$ cat config.mk
export PLATFORM = sky130hd
export DESIGN_NAME = gpio_port_bank
export DESIGN_NICKNAME = d
export VERILOG_FILES = /design/src/rtl/gpb_pkg.sv /design/src/rtl/gpb_decode.sv /design/src/rtl/gpb_group.sv /design/src/rtl/gpio_port_bank.sv
export SDC_FILE = /design/constraint.sdc
export NUM_CORES = 1
export LEC_CHECK = 0
export BUFFER_PORTS_ARGS = -buffer_cell sky130_fd_sc_hd__buf_4
export CORE_AREA = 2 2 172 174
export CTS_CLUSTER_SIZE = 14
export DETAILED_ROUTE_END_ITERATION = 6
export DIE_AREA = 0 0 174 176
export HOLD_SLACK_MARGIN = 0.12
export PLACE_DENSITY = 0.46
export SLEW_MARGIN = 20
export SYNTH_ARGS = -nofsm -noshare
export SYNTH_HDL_FRONTEND = slang
export SYNTH_SLANG_ARGS = --single-unit
$ cat constraint.sdc
create_clock -name clk -period 3.1 [get_ports clk]
set_input_delay 0.31 -clock clk [delete_from_list [all_inputs] [get_ports clk]]
set_output_delay 0.31 -clock clk [all_outputs]
set_load 0.005 [all_outputs]
$ cat src/rtl/gpb_pkg.sv
package gpb_pkg;
  localparam int LINES_PER_GROUP = 8;

  typedef logic [LINES_PER_GROUP-1:0] gbyte_t;

  // group index holding a given line
  function automatic int unsigned line_group(input int unsigned line);
    return line / LINES_PER_GROUP;
  endfunction

  // bit position of a line inside its group byte
  function automatic int unsigned line_bit(input int unsigned line);
    return line % LINES_PER_GROUP;
  endfunction

  // width needed for a group index, never below one bit
  function automatic int unsigned idx_width(input int unsigned n);
    return (n > 1) ? $clog2(n) : 1;
  endfunction
endpackage

$ cat src/rtl/gpb_decode.sv
module gpb_decode #(
  parameter int ADDR_W     = 16,
  parameter int NUM_GROUPS = 8,
  parameter int GRP_W      = 3
) (
  input  logic [ADDR_W-1:0] addr,
  input  logic [ADDR_W-1:0] base,
  input  logic              rd,
  input  logic              wr,
  output logic              in_win,
  output logic [GRP_W-1:0]  grp,
  output logic              rd_hit,
  output logic              wr_hit
);
  localparam logic [ADDR_W-1:0] WIN_SIZE = ADDR_W'(NUM_GROUPS);

  // modular distance from base; wraps past the top of the space
  function automatic logic [ADDR_W-1:0] port_offset(
    input logic [ADDR_W-1:0] a,
    input logic [ADDR_W-1:0] b
  );
    return a - b;
  endfunction

  logic [ADDR_W-1:0] off;

  always_comb begin
    off    = port_offset(addr, base);
    in_win = (off < WIN_SIZE);
    grp    = off[GRP_W-1:0];
    rd_hit = rd & in_win;
    wr_hit = wr & in_win;
  end
endmodule

$ cat src/rtl/gpb_group.sv
module gpb_group #(
  parameter int LPG     = 8,
  parameter bit HAS_SEL = 1'b1
) (
  input  logic           clk,
  input  logic           rst_n,
  input  logic           wr_en,
  input  logic [LPG-1:0] wdata,
  input  logic [LPG-1:0] cfg_oe,
  input  logic [LPG-1:0] cfg_sel,
  input  logic [LPG-1:0] pad_in,
  output logic [LPG-1:0] pad_out,
  output logic [LPG-1:0] pad_oe,
  output logic [LPG-1:0] alt_in
);
  logic [LPG-1:0] latch_q;
  logic [LPG-1:0] gpio_mode;

  // groups without a select field are permanently GPIO
  assign gpio_mode = cfg_sel | {LPG{~HAS_SEL}};

  always_ff @(posedge clk) begin
    if (!rst_n)     latch_q <= '0;
    else if (wr_en) latch_q <= wdata;
  end

  assign pad_out = latch_q;
  assign pad_oe  = cfg_oe & gpio_mode;
  assign alt_in  = pad_in & ~gpio_mode;
endmodule

$ cat src/rtl/gpio_port_bank.sv
module gpio_port_bank #(
  parameter int ADDR_W        = 16,
  parameter int NUM_GROUPS    = 8,
  parameter int SIMPLE_GROUPS = 5,
  localparam int LPG          = gpb_pkg::LINES_PER_GROUP,
  localparam int NL           = NUM_GROUPS * LPG
) (
  input  logic              clk,
  input  logic              rst_n,
  input  logic [ADDR_W-1:0] io_addr,
  input  logic              io_rd,
  input  logic              io_wr,
  input  logic [LPG-1:0]    io_wdata,
  output logic [LPG-1:0]    io_rdata,
  output logic              io_hit,
  input  logic [ADDR_W-1:0] cfg_base,
  input  logic [NL-1:0]     cfg_oe,
  input  logic [NL-1:0]     cfg_sel,
  input  logic [NL-1:0]     pad_in,
  output logic [NL-1:0]     pad_out,
  output logic [NL-1:0]     pad_oe,
  output logic [NL-1:0]     alt_in
);
  localparam int GRP_W = gpb_pkg::idx_width(NUM_GROUPS);

  // named decode events, also watched by the checker
  logic             in_win;
  logic [GRP_W-1:0] hit_grp;
  logic             rd_hit;
  logic             wr_hit;
  logic [LPG-1:0]   rd_byte;

  gpb_decode #(
    .ADDR_W    (ADDR_W),
    .NUM_GROUPS(NUM_GROUPS),
    .GRP_W     (GRP_W)
  ) u_decode (
    .addr  (io_addr),
    .base  (cfg_base),
    .rd    (io_rd),
    .wr    (io_wr),
    .in_win(in_win),
    .grp   (hit_grp),
    .rd_hit(rd_hit),
    .wr_hit(wr_hit)
  );

  for (genvar g = 0; g < NUM_GROUPS; g++) begin : g_grp
    logic wr_en;
    assign wr_en = wr_hit && (hit_grp == GRP_W'(g));

    gpb_group #(
      .LPG    (LPG),
      .HAS_SEL(g < SIMPLE_GROUPS)
    ) u_group (
      .clk    (clk),
      .rst_n  (rst_n),
      .wr_en  (wr_en),
      .wdata  (io_wdata),
      .cfg_oe (cfg_oe [g*LPG +: LPG]),
      .cfg_sel(cfg_sel[g*LPG +: LPG]),
      .pad_in (pad_in [g*LPG +: LPG]),
      .pad_out(pad_out[g*LPG +: LPG]),
      .pad_oe (pad_oe [g*LPG +: LPG]),
      .alt_in (alt_in [g*LPG +: LPG])
    );
  end

  // read mux over pad levels
  always_comb begin
    rd_byte = '0;
    for (int g = 0; g < NUM_GROUPS; g++)
      if (hit_grp == GRP_W'(g)) rd_byte = pad_in[g*LPG +: LPG];
  end

  always_ff @(posedge clk) begin
    if (!rst_n) begin
      io_hit   <= 1'b0;
      io_rdata <= '0;
    end else begin
      io_hit   <= (io_rd | io_wr) & in_win;
      io_rdata <= rd_hit ? rd_byte : '0;
    end
  end
endmodule

---- Word-level counts from Yosys, hierarchy flattened ----
Index checks and enable logic that the tools add are counted.
operators by class
  equality and inequality tests ........... 7
  mux-type cells .......................... 8
  bitwise gates (word level) .............. 19
  multipliers ............................. 0
  add/subtract/negate cells ............... 1
  div/mod/pow operators ................... 0
  shift operators ......................... 0
  reductions and logical operators ........ 10
  magnitude comparators ................... 1
operators by type and width
  kind                 number
  $and 8x8->8          10
  $mux 8               8
  $not 8->8            5
  $lt 16x4->1 const B  1
  $sub 16x16->16       1
  $eq 3x3->1 const B   4
  $logic_and 1x1->1    8
  $eq 3x2->1 const B   2
  $and 1x1->1          3
  $eq 3x1->1 const B   1
  $logic_not 3->1      1
  $reduce_and 2->1     1
  $or 1x1->1           1
word-level totals
  output and inout port bits .............. 201
  input port bits ......................... 236
  memory bits (writable) .................. 0
  register bits after elaboration ......... 73
  memories kept ........................... 0
  bits in latches ......................... 0
  bits in read-only memories .............. 0

---- Depth between registers and ports, before layout ----
  word-level depth ........................ 10
  gate-level depth with buffers ........... 12
  mapped depth without buffers ............ 11

---- By module ----
Synthesis repeated with hierarchy kept, for this count alone.
second synthesis, totals
  cells, all modules ...................... 558
  area, all modules ....................... 5069.9 µm²
by module, submodules not included
  module                            sequential area each (µm²)  instances  cells an instance  area an instance (µm²)
  gpb_group (g_grp[0].u_group ...)  160.2                       5          41                 401.6
  gpb_group (g_grp[5].u_group ...)  160.2                       3          42                 425.4
  gpio_port_bank                    180.2                       1          103                928.4
  gpb_decode                        0.0                         1          124                857.1

---- Worst setup path after synthesis ----
OpenSTA, ideal clock, no wires.
  path type ............................... input port to flip-flop
  from .................................... in io_addr[0]
  to ...................................... reg g_grp[0].u_group.latch_q[4]
  stages .................................. 11
  arrival time ............................ 2.622 ns
  setup slack ............................. 0.352 ns
  setup time .............................. 0.126 ns
  path buffers ............................ 0
  cell sequence ........................... inv_1 -> ha_1 -> fa_1 -> nor2b_1 -> o211ai_1 -> a211oi_1 -> o21a_1 -> o211ai_1 -> nor2_4 -> nand4_4 -> mux2i_1
between the ends
  word-level cells in the longest chain between the ends .. 4
  elaborated cells between the ends (all ways) .. 5
  those cells by class .................... 1 x add/sub; 1 x order compare; 1 x bitwise; 2 x reduce/logical
RTL lines
  element                line                  RTL
  start, declared        gpio_port_bank.sv:10  input logic [ADDR_W-1:0] io_addr,
  $sub 16x16->16 (*)     gpb_decode.sv:22      return a - b;
  $lt 16x4->1            gpb_decode.sv:29      in_win = (off < WIN_SIZE);
  $and 1x1->1            gpb_decode.sv:32      wr_hit = wr & in_win;
  $logic_and 1x1->1 (*)  gpio_port_bank.sv:50  assign wr_en = wr_hit && (hit_grp == GRP_W'(g));
  end signal, assigned   gpb_group.sv:24       else if (wr_en) latch_q <= wdata;
  end, declared          gpb_group.sv:16       logic [LPG-1:0] latch_q;
Mark *: on every way between the ends. The rest lies on a longest branch, timed or not.
A chain may end at the register's enable or synchronous reset.

---- Final worst setup path ----
  from .................................... in io_addr[0]
  to ...................................... reg g_grp[2].u_group.latch_q[6]
between the ends
  word-level cells in the longest chain between the ends .. 4
  elaborated cells between the ends (all ways) .. 5
  those cells by class .................... 1 x add/sub; 1 x order compare; 1 x eq/ne; 1 x bitwise; 1 x reduce/logical
RTL lines
  element                line
  $sub 16x16->16 (*)     gpb_decode.sv:22
  $lt 16x4->1            gpb_decode.sv:29
  $and 1x1->1            gpb_decode.sv:32
  $logic_and 1x1->1 (*)  gpio_port_bank.sv:50
  end signal, assigned   gpb_group.sv:24
  end, declared          gpb_group.sv:16
Marks and branches as above.

==> metrics.txt <==
status finished clean; Top FF cell, synth dfxtp_1; leak pwr 0.004353 uW; Final Skew 0 ns; clk sinks 73; sequential fraction of design power 29.3%; Async S/R FF share, synth 0%; Worst Hold Class input port to register; GPL Wtd Cong just under 0.8; DRT Pass-1 Iters 6; critical path fanouts, max 8; Longest Clk Path Bufs 2; combinational power share slightly below 30%; Initial DRC Count roughly 190; Clock power frac about two fifths; synthesized area 5268 um2; Starting Density 18.45%; Final Hold Vio Count 0; Vias/cell between 4 and 5; Yosys top cell area share 27.74%; crit end category register; Distinct cells, synth 60; Post-DP HPWL 20.60 mm; GRT overflow 0; Post-synth EDFFs 0; CTS Buf Count 9; Post-CTS Setup Bufs 0; Fill cells 3119; All-Layer GR Usage 15.52%; Nets 1181; critical path class input port to register; clock transition at the registers of the reported paths about 0.07 ns; pin count of the biggest net entering global routing 44; layout cells sized above 1 42.93%; CTS tree done; H-tree depth 3; Startpoint Class input port; warning count from the yosys run 0; post-synth top area cell dfxtp_1; # port buffers 340; drt total wl 24.39 mm; WP data arrival around 3 ns; P_int ~2300 uW; Post-Layout Inst Area about 8400 um2; worst endpoint required time 3.36 ns; RSZ-0062 raised after global routing false; die area 30620 um2; Die W approximately 170 um; sw frac between 20% and 30%; # setup viols final 0; maximum vdd drop 0.2315 mV; sequential cell area fraction in the yosys report roughly 28%; Sum Neg Setup Slack 0 ns; Final Critical Period 2.728 ns; Clock Latency Late Sink 0.33 ns; row cnt 62; crit share post-route 88.01%; Final Max Tran Viols 0; Multi-input gate area 3256 um2; hold buffer count at cts 0; vias in the first global route 5491; Fmax roughly 370 MHz; diode count 0; antenna-violating nets left 0; Mapped Avg Cell Area just under 9 um2; Synth-to-Final Area Change 58.53%; Max-slew headroom 57.32%; Core ar. 28550 um2; synth top area cells dfxtp_1 (28%), mux2i_1 (13%), nand2_1 (7.5%), buf_4 (6.8%), and2_1 (4.9%); I/O pin cnt between 400 and 500; DR vias 5416; Area after DPL 7984 um2; chip height 176 um; post-CTS resize count 0; reg-to-reg slack, setup 2.47 ns; P_sw 925.2 uW; DRC violations left 0; routed wire length per instance 18.50 um; Register Area 1461 um2; root buffer cell clkbuf_16; worst slew pin tran 0.6401 ns; first-pass GRT wire length 35.42 mm; PwrDens 383.1 nW/um2; maxcap violations 0; Mapped Cells just over 600; #FFs+latches synth 73; initial antenna violation count 1
==> power groups by stage <==
stage | Combinational, uW | Sequential, uW | Clock, uW
6_report | 947 | 938 | 1310
5_1_grt | 1040 | 937 | 1390
4_1_cts | 968 | 937 | 1350
3_5_place_dp | 964 | 959 | 0
3_3_place_gp | 963 | 959 | 0
2_1_floorplan | 536 | 959 | 0
==> synthesized netlist by cell type, drive strengths merged, types with 3 or more instances <==
cell	number
mux2	3
o22a	3
nor2b	41
a21o	4
nor3	10
xnor2	4
o211ai	10
ha	15
buf	49
nand3	11
nand4	10
inv	19
o31ai	4
mux2i	68
nand2	105
a21oi	20
a211oi	4
and2	42
a22oi	3
and3	5
mux4	6
clkbuf	19
dfxtp	73
o21ai	17
xor2	5
nor2	30
==> sequential cells by signal, indices dropped and copies added, names as in the netlist <==
register,flops
io_hit,1
g_grp.u_group.pad_out,64
io_rdata,8
==> placed cells by master (no fill, tap or decap), types with 2 or more instances in the layout <==
cell / count
buf_4: 351
nand2_1: 105
dfxtp_1: 73
mux2i_1: 68
nor2b_1: 41
and2_1: 41
nor2_1: 28
conb_1: 24
a21oi_1: 20
inv_1: 19
o21ai_0: 16
ha_1: 15
nand3_1: 11
o211ai_1: 10
nand4_4: 9
clkbuf_16: 9
nor3_1: 8
mux4_2: 6
xor2_1: 5
a211oi_1: 4
o31ai_1: 4
bufinv_16: 4
buf_12: 4
a21o_1: 3
and3_1: 3
xnor2_1: 3
a22oi_1: 3
o22a_1: 3
o22ai_1: 2
a311o_1: 2
nand2b_1: 2
o21a_1: 2
nor3_2: 2
nor4b_1: 2
a31oi_1: 2
mux2_2: 2
and3_2: 2
inv_6: 2
==> worst paths after layout <==
| path | start | endpoint | cells past startpoint |
|---|---|---|---|
| min reg2reg | g_grp[7].u_group.pad_out[6]$_SDFFE_PN0P_ | g_grp[7].u_group.pad_out[6]$_SDFFE_PN0P_ | 2 |
| min | pad_in[61] | io_rdata[5]$_SDFF_PN0_ | 3 |
| max reg2reg | g_grp[2].u_group.pad_out[6]$_SDFFE_PN0P_ | g_grp[2].u_group.pad_out[6]$_SDFFE_PN0P_ | 2 |
| max | io_addr[0] | g_grp[2].u_group.pad_out[6]$_SDFFE_PN0P_ | 13 |
==> critical path: stages <==
cell,delay (ns)
buf_4,0.08
inv_1,0.03
ha_1,0.20
fa_1,0.39
nor2b_1,0.21
o211ai_1,0.19
a21oi_1,0.37
a21oi_1,0.14
xnor2_1,0.38
nor2_8,0.07
buf_12,0.16
nand4_4,0.22
mux2i_1,0.22
==> layout make-up <==
class	instances	area share, %
Tap cell	384	5.754
Clock buffer	10	2.742
Multi-Input combinational cell	471	38.99
Clock inverter	6	1.648
Sequential cell	73	17.50
Inverter	19	0.8541
Timing Repair Buffer	355	32.51
==> logic make-up after synthesis <==
group	Yosys count	synth area share, %
xor+xnor	9	1.496
fa+ha+maj	16	3.943
flops	73	27.74
mux	77	16.20
compound gates	82	10.45
buf+inv	88	12.23
other cells	1	0.07119
simple gates	263	27.86
==> metal layers <==
metal  track usage (%)  routed length (um)  vias to the layer above
met5                 0                   0                        -
met3             3.273                1328                       21
li1                  -                   -                     2676
met2             28.10               12490                      219
met1             18.56               10130                     2500
met4             4.202                 443                        0
==> metrics by stage <==
stage	instances	worst slack, ns	hold slack (ns)	util (%)	power [uW]
after floorplan	632	0.3522	0.4497	-	1495
after detailed placement	1302	0.02187	0.4544	27.97	1923
after CTS	1318	0.3767	0.1987	29.25	3256
final	1318	0.3718	0.2094	29.25	3199
after global placement	1302	0.05649	0.4475	27.97	1922
after global routing	1318	0.1222	0.2260	29.25	3361
No activity file was read; power rests on OpenSTA's default activity.
